[src/rtl/flash_seq_pkg.sv]
`timescale 1ns/1ps
package flash_seq_pkg;
    typedef enum logic [3:0] {
        SQ_READ, SQ_UL1, SQ_UL2, SQ_PROG, SQ_ER_SETUP,
        SQ_ER_UL1, SQ_ER_UL2, SQ_BYP, SQ_BYP_PROG, SQ_BYP_EXIT
    } seq_e;

    localparam logic [7:0] CMD_KEY_A     = 8'hAA;
    localparam logic [7:0] CMD_KEY_B     = 8'h55;
    localparam logic [7:0] CMD_PROGRAM   = 8'hA0;
    localparam logic [7:0] CMD_ER_ARM    = 8'h80;
    localparam logic [7:0] CMD_ER_SECTOR = 8'h30;
    localparam logic [7:0] CMD_BYP_ENTER = 8'h20;
    localparam logic [7:0] CMD_PAUSE     = 8'hB0;
    localparam logic [7:0] CMD_CONTINUE  = 8'h30;
    localparam logic [7:0] CMD_BYP_LEAVE = 8'h90;
    localparam logic [7:0] CMD_BYP_DONE  = 8'h00;

    localparam int          KEY_ADDR_W = 11;
    localparam logic [10:0] KEY_ADDR_A = 11'h555;
    localparam logic [10:0] KEY_ADDR_B = 11'h2AA;
endpackage

[src/rtl/flash_cmd_fsm.sv]
`timescale 1ns/1ps
module flash_cmd_fsm
    import flash_seq_pkg::*;
#(
    parameter int ADDR_W = 12,
    parameter int SEC_W  = 2
) (
    input  logic              clk,
    input  logic              rst_n,
    input  logic              wr_stb,
    input  logic [ADDR_W-1:0] wr_addr,
    input  logic [7:0]        cmd,
    input  logic              running,
    input  logic              prog_active,
    input  logic              erase_active,
    input  logic [SEC_W-1:0]  erase_sector,
    output logic              req_prog,
    output logic              req_erase,
    output logic              req_pause,
    output logic              req_continue
);
    seq_e st_d, st_q;

    logic [KEY_ADDR_W-1:0] key_a;
    logic [SEC_W-1:0]      wr_sec;
    logic                  paused_any;
    logic                  prog_ok;
    logic                  erase_ok;

    assign key_a      = wr_addr[KEY_ADDR_W-1:0];
    assign wr_sec     = wr_addr[ADDR_W-1 -: SEC_W];
    assign paused_any = !running && (prog_active || erase_active);
    // no program into a sector whose erase is paused
    assign prog_ok    = !prog_active && !(erase_active && wr_sec == erase_sector);
    assign erase_ok   = !prog_active && !erase_active;

    always_comb begin
        st_d         = st_q;
        req_prog     = 1'b0;
        req_erase    = 1'b0;
        req_pause    = 1'b0;
        req_continue = 1'b0;
        if (wr_stb) begin
            if (running) begin
                // only the pause command is heard while busy
                if (cmd == CMD_PAUSE) req_pause = 1'b1;
            end else begin
                case (st_q)
                    SQ_READ: begin
                        if (key_a == KEY_ADDR_A && cmd == CMD_KEY_A) st_d = SQ_UL1;
                        else if (cmd == CMD_CONTINUE && paused_any) req_continue = 1'b1;
                    end
                    SQ_UL1: st_d = (key_a == KEY_ADDR_B && cmd == CMD_KEY_B) ? SQ_UL2 : SQ_READ;
                    SQ_UL2: begin
                        st_d = SQ_READ;
                        if (key_a == KEY_ADDR_A) begin
                            if (cmd == CMD_PROGRAM) st_d = SQ_PROG;
                            else if (cmd == CMD_ER_ARM && erase_ok) st_d = SQ_ER_SETUP;
                            else if (cmd == CMD_BYP_ENTER) st_d = SQ_BYP;
                        end
                    end
                    SQ_PROG: begin
                        req_prog = prog_ok;
                        st_d     = SQ_READ;
                    end
                    SQ_ER_SETUP: st_d = (key_a == KEY_ADDR_A && cmd == CMD_KEY_A) ? SQ_ER_UL1 : SQ_READ;
                    SQ_ER_UL1:   st_d = (key_a == KEY_ADDR_B && cmd == CMD_KEY_B) ? SQ_ER_UL2 : SQ_READ;
                    SQ_ER_UL2: begin
                        req_erase = (cmd == CMD_ER_SECTOR);
                        st_d      = SQ_READ;
                    end
                    SQ_BYP: begin
                        if (cmd == CMD_PROGRAM) st_d = SQ_BYP_PROG;
                        else if (cmd == CMD_BYP_LEAVE) st_d = SQ_BYP_EXIT;
                        else if (cmd == CMD_CONTINUE && paused_any) req_continue = 1'b1;
                    end
                    SQ_BYP_PROG: begin
                        req_prog = prog_ok;
                        st_d     = SQ_BYP;
                    end
                    SQ_BYP_EXIT: st_d = (cmd == CMD_BYP_DONE) ? SQ_READ : SQ_BYP;
                    default:     st_d = SQ_READ;
                endcase
            end
        end
    end

    always_ff @(posedge clk or negedge rst_n) begin
        if (!rst_n) st_q <= SQ_READ;
        else        st_q <= st_d;
    end

    // the decoder is parked in an idle mode whenever an operation runs
    p_idle_while_busy_r11: assert property (@(posedge clk) disable iff (!rst_n)
        running |-> (st_q == SQ_READ || st_q == SQ_BYP))
        else $error("decoder left idle mode while busy");
endmodule

[src/rtl/flash_op_engine.sv]
`timescale 1ns/1ps
module flash_op_engine #(
    parameter int IDX_W        = 6,
    parameter int SEC_W        = 2,
    parameter int DATA_W       = 16,
    parameter int PROG_CYCLES  = 8,
    parameter int ERASE_CYCLES = 40
) (
    input  logic              clk,
    input  logic              rst_n,
    input  logic              req_prog,
    input  logic              req_erase,
    input  logic              req_pause,
    input  logic              req_continue,
    input  logic [IDX_W-1:0]  req_idx,
    input  logic [DATA_W-1:0] req_data,
    input  logic [SEC_W-1:0]  req_sec,
    output logic              running,
    output logic              prog_active,
    output logic              erase_active,
    output logic [SEC_W-1:0]  erase_sector,
    output logic              poll_bit,
    output logic              arr_wr_en,
    output logic [IDX_W-1:0]  arr_wr_idx,
    output logic [DATA_W-1:0] arr_wr_data,
    output logic              arr_er_en,
    output logic [SEC_W-1:0]  arr_er_sec
);
    localparam int MAXC  = (PROG_CYCLES > ERASE_CYCLES) ? PROG_CYCLES : ERASE_CYCLES;
    localparam int CNT_W = $clog2(MAXC + 1);

    typedef struct packed {
        logic              p_act;
        logic              p_sus;
        logic [IDX_W-1:0]  p_idx;
        logic [DATA_W-1:0] p_data;
        logic [CNT_W-1:0]  p_cnt;
        logic              e_act;
        logic              e_sus;
        logic [SEC_W-1:0]  e_sec;
        logic [CNT_W-1:0]  e_cnt;
    } eng_s;

    eng_s eng_d, eng_q;
    logic prog_run, er_run;

    assign prog_run = eng_q.p_act && !eng_q.p_sus;
    // a nested program owns the array while the erase is paused
    assign er_run   = eng_q.e_act && !eng_q.e_sus && !eng_q.p_act;

    always_comb begin
        eng_d     = eng_q;
        arr_wr_en = 1'b0;
        arr_er_en = 1'b0;
        if (prog_run) begin
            if (eng_q.p_cnt == CNT_W'(1)) begin
                arr_wr_en   = 1'b1;
                eng_d.p_act = 1'b0;
            end else begin
                eng_d.p_cnt = eng_q.p_cnt - CNT_W'(1);
            end
        end
        if (er_run) begin
            if (eng_q.e_cnt == CNT_W'(1)) begin
                arr_er_en   = 1'b1;
                eng_d.e_act = 1'b0;
            end else begin
                eng_d.e_cnt = eng_q.e_cnt - CNT_W'(1);
            end
        end
        if (req_prog) begin
            eng_d.p_act  = 1'b1;
            eng_d.p_sus  = 1'b0;
            eng_d.p_idx  = req_idx;
            eng_d.p_data = req_data;
            eng_d.p_cnt  = CNT_W'(PROG_CYCLES);
        end
        if (req_erase) begin
            eng_d.e_act = 1'b1;
            eng_d.e_sus = 1'b0;
            eng_d.e_sec = req_sec;
            eng_d.e_cnt = CNT_W'(ERASE_CYCLES);
        end
        if (req_pause) begin
            if (prog_run && !eng_q.e_act) eng_d.p_sus = 1'b1;
            else if (er_run)              eng_d.e_sus = 1'b1;
        end
        if (req_continue) begin
            if (eng_q.p_act && eng_q.p_sus)      eng_d.p_sus = 1'b0;
            else if (eng_q.e_act && eng_q.e_sus) eng_d.e_sus = 1'b0;
        end
    end

    always_ff @(posedge clk or negedge rst_n) begin
        if (!rst_n) eng_q <= '0;
        else        eng_q <= eng_d;
    end

    assign running      = prog_run || er_run;
    assign prog_active  = eng_q.p_act;
    assign erase_active = eng_q.e_act;
    assign erase_sector = eng_q.e_sec;
    assign poll_bit     = prog_run ? ~eng_q.p_data[7] : 1'b0;
    assign arr_wr_idx   = eng_q.p_idx;
    assign arr_wr_data  = eng_q.p_data;
    assign arr_er_sec   = eng_q.e_sec;

    // a paused erase keeps its remaining count
    p_erase_frozen_r8: assert property (@(posedge clk) disable iff (!rst_n)
        (eng_q.e_act && eng_q.e_sus) |=> eng_q.e_cnt == $past(eng_q.e_cnt))
        else $error("paused erase counter moved");

    // the last running cycle of a program ends it
    p_prog_ends_r6: assert property (@(posedge clk) disable iff (!rst_n)
        (prog_run && eng_q.p_cnt == CNT_W'(1) && !req_prog) |=> !eng_q.p_act)
        else $error("program outlived its count");

    // a paused program does not count down
    p_prog_frozen_r9: assert property (@(posedge clk) disable iff (!rst_n)
        (eng_q.p_act && eng_q.p_sus) |=> eng_q.p_cnt == $past(eng_q.p_cnt))
        else $error("paused program counter moved");
endmodule

[src/rtl/flash_word_array.sv]
`timescale 1ns/1ps
module flash_word_array #(
    parameter int SEC_W  = 2,
    parameter int OFF_W  = 4,
    parameter int DATA_W = 16
) (
    input  logic                   clk,
    input  logic                   rst_n,
    input  logic                   wr_en,
    input  logic [SEC_W+OFF_W-1:0] wr_idx,
    input  logic [DATA_W-1:0]      wr_data,
    input  logic                   er_en,
    input  logic [SEC_W-1:0]       er_sec,
    input  logic [SEC_W+OFF_W-1:0] rd_idx,
    output logic [DATA_W-1:0]      rd_data
);
    localparam int IDX_W = SEC_W + OFF_W;
    localparam int WORDS = 1 << IDX_W;
    localparam int SPAN  = 1 << OFF_W;

    logic [DATA_W-1:0] mem_d [WORDS];
    logic [DATA_W-1:0] mem_q [WORDS];
    logic [DATA_W-1:0] wr_old;

    assign wr_old  = mem_q[wr_idx];
    assign rd_data = mem_q[rd_idx];

    always_comb begin
        for (int w = 0; w < WORDS; w++) begin
            mem_d[w] = mem_q[w];
            if (er_en && (w / SPAN) == int'(er_sec)) mem_d[w] = '1;
        end
        if (wr_en) mem_d[wr_idx] = wr_old & wr_data;
    end

    always_ff @(posedge clk or negedge rst_n) begin
        if (!rst_n) begin
            for (int w = 0; w < WORDS; w++) mem_q[w] <= '1;
        end else begin
            for (int w = 0; w < WORDS; w++) mem_q[w] <= mem_d[w];
        end
    end

    // programming can only clear bits
    p_prog_and_r2: assert property (@(posedge clk) disable iff (!rst_n)
        (wr_en && !er_en) |=> mem_q[$past(wr_idx)] == ($past(wr_old) & $past(wr_data)))
        else $error("program did not AND into the word");

    // first word of an erased sector reads all ones
    p_erase_ones_r7: assert property (@(posedge clk) disable iff (!rst_n)
        (er_en && !wr_en) |=> mem_q[{$past(er_sec), {OFF_W{1'b0}}}] == {DATA_W{1'b1}})
        else $error("erased word not all ones");
endmodule

[src/rtl/flash_cmd_seq.sv]
`timescale 1ns/1ps
module flash_cmd_seq #(
    parameter int ADDR_W       = 12,
    parameter int DATA_W       = 16,
    parameter int SEC_W        = 2,
    parameter int OFF_W        = 4,
    parameter int PROG_CYCLES  = 8,
    parameter int ERASE_CYCLES = 40
) (
    input  logic              clk,
    input  logic              rst_n,
    input  logic              ce_n,
    input  logic              we_n,
    input  logic              oe_n,
    input  logic [ADDR_W-1:0] addr,
    input  logic [DATA_W-1:0] wdata,
    output logic [DATA_W-1:0] rdata,
    output logic              ry_by_n
);
    localparam int IDX_W = SEC_W + OFF_W;
    localparam int LANES = DATA_W / 8;

    typedef struct packed {
        logic              we_prev;
        logic              oe_prev;
        logic              tog;
        logic [DATA_W-1:0] rd;
    } bus_s;

    bus_s bus_d, bus_q;

    logic              wr_stb, rd_stb;
    logic [SEC_W-1:0]  a_sec;
    logic [IDX_W-1:0]  a_idx;
    logic              req_prog, req_erase, req_pause, req_continue;
    logic              running, prog_active, erase_active, poll_bit;
    logic [SEC_W-1:0]  erase_sector;
    logic              arr_wr_en, arr_er_en;
    logic [IDX_W-1:0]  arr_wr_idx;
    logic [DATA_W-1:0] arr_wr_data, arr_rd_data, status_word;
    logic [SEC_W-1:0]  arr_er_sec;

    // strobe edges seen against the previous clock's levels
    assign wr_stb = !ce_n && we_n && !bus_q.we_prev;
    assign rd_stb = !ce_n && !oe_n && bus_q.oe_prev;
    assign a_sec  = addr[ADDR_W-1 -: SEC_W];
    assign a_idx  = {a_sec, addr[OFF_W-1:0]};

    flash_cmd_fsm #(.ADDR_W(ADDR_W), .SEC_W(SEC_W)) u_fsm (
        .clk(clk), .rst_n(rst_n), .wr_stb(wr_stb), .wr_addr(addr), .cmd(wdata[7:0]),
        .running(running), .prog_active(prog_active), .erase_active(erase_active),
        .erase_sector(erase_sector), .req_prog(req_prog), .req_erase(req_erase),
        .req_pause(req_pause), .req_continue(req_continue)
    );

    flash_op_engine #(
        .IDX_W(IDX_W), .SEC_W(SEC_W), .DATA_W(DATA_W),
        .PROG_CYCLES(PROG_CYCLES), .ERASE_CYCLES(ERASE_CYCLES)
    ) u_eng (
        .clk(clk), .rst_n(rst_n), .req_prog(req_prog), .req_erase(req_erase),
        .req_pause(req_pause), .req_continue(req_continue), .req_idx(a_idx),
        .req_data(wdata), .req_sec(a_sec), .running(running),
        .prog_active(prog_active), .erase_active(erase_active),
        .erase_sector(erase_sector), .poll_bit(poll_bit),
        .arr_wr_en(arr_wr_en), .arr_wr_idx(arr_wr_idx), .arr_wr_data(arr_wr_data),
        .arr_er_en(arr_er_en), .arr_er_sec(arr_er_sec)
    );

    flash_word_array #(.SEC_W(SEC_W), .OFF_W(OFF_W), .DATA_W(DATA_W)) u_arr (
        .clk(clk), .rst_n(rst_n), .wr_en(arr_wr_en), .wr_idx(arr_wr_idx),
        .wr_data(arr_wr_data), .er_en(arr_er_en), .er_sec(arr_er_sec),
        .rd_idx(a_idx), .rd_data(arr_rd_data)
    );

    // polling bit and toggle bit repeated in every byte lane
    always_comb begin
        status_word = '0;
        for (int b = 0; b < LANES; b++) begin
            status_word[b*8+7] = poll_bit;
            status_word[b*8+6] = bus_q.tog;
        end
    end

    always_comb begin
        bus_d         = bus_q;
        bus_d.we_prev = we_n;
        bus_d.oe_prev = oe_n;
        if (rd_stb) begin
            bus_d.rd = running ? status_word : arr_rd_data;
            if (running) bus_d.tog = ~bus_q.tog;
        end
    end

    always_ff @(posedge clk or negedge rst_n) begin
        if (!rst_n) bus_q <= '{we_prev: 1'b1, oe_prev: 1'b1, tog: 1'b0, rd: '0};
        else        bus_q <= bus_d;
    end

    assign rdata   = bus_q.rd;
    assign ry_by_n = ~running;

    // each read while busy flips the toggle state
    p_toggle_flip_r5: assert property (@(posedge clk) disable iff (!rst_n)
        (rd_stb && running) |=> bus_q.tog != $past(bus_q.tog))
        else $error("toggle bit did not flip");

    // read data holds between read strobes
    p_rdata_hold_r12: assert property (@(posedge clk) disable iff (!rst_n)
        !rd_stb |=> $stable(rdata))
        else $error("rdata changed without a read");
endmodule

[config.mk]
export PLATFORM = sky130hd
export DESIGN_NAME = flash_cmd_seq
export DESIGN_NICKNAME = d
export VERILOG_FILES = /design/src/rtl/flash_seq_pkg.sv /design/src/rtl/flash_cmd_fsm.sv /design/src/rtl/flash_op_engine.sv /design/src/rtl/flash_word_array.sv /design/src/rtl/flash_cmd_seq.sv
export SDC_FILE = /design/constraint.sdc
export NUM_CORES = 2
export LEC_CHECK = 0
export ABC_AREA = 1
export BUFFER_PORTS_ARGS = -buffer_cell sky130_fd_sc_hd__buf_2
export CAP_MARGIN = 20
export CORE_ASPECT_RATIO = 0.75
export CORE_UTILIZATION = 25
export DETAILED_ROUTE_END_ITERATION = 8
export PLACE_DENSITY = 0.41
export SKIP_LAST_GASP = 1
export SYNTH_ARGS = -nofsm -noshare
export SYNTH_HDL_FRONTEND = slang
export SYNTH_SLANG_ARGS = --single-unit
[constraint.sdc]
create_clock -name clk -period 1.9 [get_ports clk]
set_input_delay 0.095 -clock clk [delete_from_list [all_inputs] [get_ports clk]]
set_output_delay 0.095 -clock clk [all_outputs]
set_load 0.02 [all_outputs]
==> impl_metrics.toml <==
[die]
std_cell_rows = 161
die_y_um = 441.7
initial_utilization_pct = 25.13
io-pin-count = 50
core_mm2 = 0.2564
die_width_um = 588.2
die_area_mm2 = 0.2598

[routing]
totalWireLength_mm = 351.7
route.layer.met1.wl_mm = 165.1
dr_top_layer = "met5"
drt.antenna.violating_nets = 0
detailed_routed_wire_length_on_met3_mm = 31.43
num_vias = 69530
detail_route.wl_per_cell_um = 25.12
drt_iter0_drc = 7407
wl_met2_mm = 143.3
dr.pass1.iters = 6
drt_drc_violations_left = 0
post_drt_via_cell_ratio = 4.966

[timing]
setup_viol = 1072
report.final.slew_viol_count = 0
worstMarginPinSlew_ns = 0.8362
timing.max_slew.rel_slack_pct = 44.26
unrepaired_setup_endpoints_after_global_routing = "yes"
fmaxAchievable_mhz = 336.2
tns_ns = -975.19
min_setup_slack_post_route_ns = -1.074
timing.final.crit_share_pct = 156.5
fin_crit_ns = 2.974
clock_skew_ns = 0.06929
report.final.hold_viol_count = 0

[synthesis]
yosysSeqAreaShare_pct = 44.21
synthCells = 9263
yosys_register_bits = 1087
synthMuxAreaShare_pct = 0
avgSynthCellArea_um2 = 6.956
netlist-cell-type-count = 42
synth_compound_area_share_pct = 16.43
yosys.area_share.xor_xnor_pct = 0.01359
synth_simple_gate_area_share_pct = 31.72
syn-cell-area_mm2 = 0.06443
synthAdderAreaFrac_pct = 0.07767
postSynthNetCount = 9300
combinational_family_with_the_most_area_after_synthesis = "simple AND/OR/NAND/NOR gates"
synth.yosys.warnings = 0

[job]
maxCapViolations = 0

[place]
dp_hpwl_mm = 231.5
preCtsSetupSlack_ns = -1.203
port_buffers = 49
routabilityCongestion = 0.9304

[cts]
ctsHtreeMaxLevel = 4
clk_transition_reported_paths_ns = 0.06
cts_inserted_buffers = 139
tritoncts = "yes"
clock_latency_ns = 0.84
master_cell_of_the_clock_root_buffer = "clkbuf_16"
clock_sink_count = 1087
cts.path.max_buffers = 4

[layout]
final_common_cell = "nand2_1"
finalNetCount = 10530
layout_common_cells = "nand2_1, nor2_1, buf_4"
syn2layout_area_growth_pct = 38.53
fillers = 27130
final_layout_size_suffix_gt1_share_pct = 32.56

[setup_path]
critPathRequiredTime_ns = 2.60
worst-endpoint-arrival_ns = 3.68
worstSetupStartpointType = "register"
timing.setup.critical_path_class = "register to register"
timing.critical_path.to_type = "register"
critical_path.max_fanout = 32

[power]
leakage_component_of_the_power_nw = 41.07
combinational_power_share_pct = 39.5
internal_power_w = 0.05688
largest_vdd_supply_drop_mv = 0.6748
total_power_w = 0.09305
clkPwrFrac_pct = 28.8
power.switching_fraction_pct = 38.88
net_switching_power_figure_w = 0.03618
sequentialPowerShare_pct = 31.7
pwr_density_cell_mw_per_mm2 = 1043

[global_route]
via_count_of_the_first_global_routing_pass = 65600
grt_pass1_wl_mm = 487.6
antenna_found_initial = 12
pin_count_of_the_biggest_net_entering_global_routing = 104
grtUsageTotal_pct = 25.62
grt_overflow = 0

[min_path]
holdCritPathClass = "primary input to async pin"

[run_status]
failed_checks = "negative setup slack"
outcome = "complete, but fails checks"
flip-flops by register name, summed over array words and instances, names as in the netlist:
name / cells
bus_q: 3
u_arr.mem_q: 1024
u_eng.eng_q: 14
u_eng.arr_wr_data: 16
u_eng.erase_active: 1
u_eng.arr_er_sec: 2
rdata: 16
u_fsm.st_q: 4
u_eng.arr_wr_idx: 6
u_eng.prog_active: 1
power groups by stage:
stage | Clock, W | Combinational (W) | Sequential (W)
2_1_floorplan | 0 | 0.0150 | 0.0292
3_3_place_gp | 0 | 0.0317 | 0.0297
3_5_place_dp | 0 | 0.0317 | 0.0297
5_1_grt | 0.0281 | 0.0386 | 0.0299
6_report | 0.0268 | 0.0367 | 0.0295
4_1_cts | 0.0273 | 0.0342 | 0.0294
cell families (layout without fill, tap and decap cells):
family | count (synthesis) | in the layout
AND/OR/NAND/NOR | 5282 | 5284
AO/OA/AOI/OAI | 1933 | 1933
flip-flops | 1087 | 1087
adder cells (fa/ha/maj) | 4 | 4
other | 0 | 5
XOR/XNOR | 1 | 1
buffers and inverters | 956 | 2265
final timing paths:
kind | startpoint | end | slack [ns] | cells past startpoint
worst max-delay path | u_eng.arr_wr_idx[0]$_DFFE_PN0P_ | u_arr.mem_q[841]$_DFF_PN1_ | -1.07 | 16
worst min-delay path | rst_n | u_arr.mem_q[701]$_DFF_PN1_ | 0.03 | 3
worst max register to register | u_eng.arr_wr_idx[0]$_DFFE_PN0P_ | u_arr.mem_q[841]$_DFF_PN1_ | -1.07 | 16
worst min register to register | bus_q[16]$_DFFE_PN0P_ | bus_q[16]$_DFFE_PN0P_ | 0.48 | 1
max in group asynchronous | rst_n | u_eng.eng_q[15]$_DFFE_PN0P_ | 1.10 | 4
min in group clk | wdata[12] | u_eng.arr_wr_data[12]$_DFFE_PN0P_ | 0.04 | 4
cell usage after synthesis, drive strengths merged:
cell        n  area, µm²
o22ai       2      12.51
buf       455       2965
dfrtp      61       1526
o211ai    178       1336
a21oi    1156       6236
dfstp    1026      26960
o2111ai     1      8.760
and2        1      6.260
xor2        1      8.760
clkbuf    221      829.6
o21a        1      7.510
clkinv      7      26.28
nand2    3297      12590
nor2     1798       6769
nand4       8      50.05
nor4        5      31.28
or2         1      6.260
o31ai       1      7.510
nand3     148      740.7
o22a        1      8.760
a31oi       2      12.51
and3        1      6.260
o21ai     591       2958
ha          4      50.05
nor3       22      232.7
nor3b       1      7.510
inv       273       1040
metal layers:
| metal | vias to the layer above | track usage (%) |
|---|---|---|
| met5 | - | 0 |
| met4 | 10 | 7.758 |
| met3 | 489 | 5.121 |
| met2 | 2876 | 36.72 |
| met1 | 34140 | 38.16 |
| li1 | 32020 | - |
critical path, stage by stage (launching register included):
cell and delay [ns]:
dfrtp_4 0.55, buf_12 0.19, buf_16 0.19, buf_4 0.18
nand2_1 0.06, nand2_1 0.05, nand2_1 0.05, nand2_1 0.18
nand2_1 0.13, nand2_1 0.16, nand2_1 0.10, nand2_1 0.08
nor2_4 0.19, nand2_8 0.11, nand2_8 0.21, clkbuf_16 0.26
a21oi_1 0.08
stage by stage:
stage	std cells	hold slack, ns	instance area (µm²)	utilization [%]
floorplan	9263	-0.2006	64960	-
global placement	13650	0.2116	81640	31.84
detailed placement	13650	0.2122	81640	31.84
CTS	13950	0.008520	87850	34.26
global route	14000	0.03896	89250	34.81
finish	14000	0.02899	89260	34.81
layout make-up:
type	instances	area (µm²)	area share, %
Antenna cell	5	12.51	0.01402
Clock buffer	200	4083	4.574
Clock inverter	25	236.5	0.2649
Inverter	280	1110	1.243
Multi-Input combinational cell	7222	32230	36.11
Sequential cell	1087	28500	31.93
Tap cell	3423	4283	4.798
Timing Repair Buffer	1758	18760	21.02
Timing Repair inverter	2	50.05	0.05607
timing repair:
action,4_1_cts,5_1_grt
resized for setup,140,171
pin swaps,11,31
cloned,23,27
setup buffers,29,16
hold buffers,33,0
endpoints found under the hold margin,663,0
setup endpoints to repair,1071,1082
(Power assumes the default switching activity.)
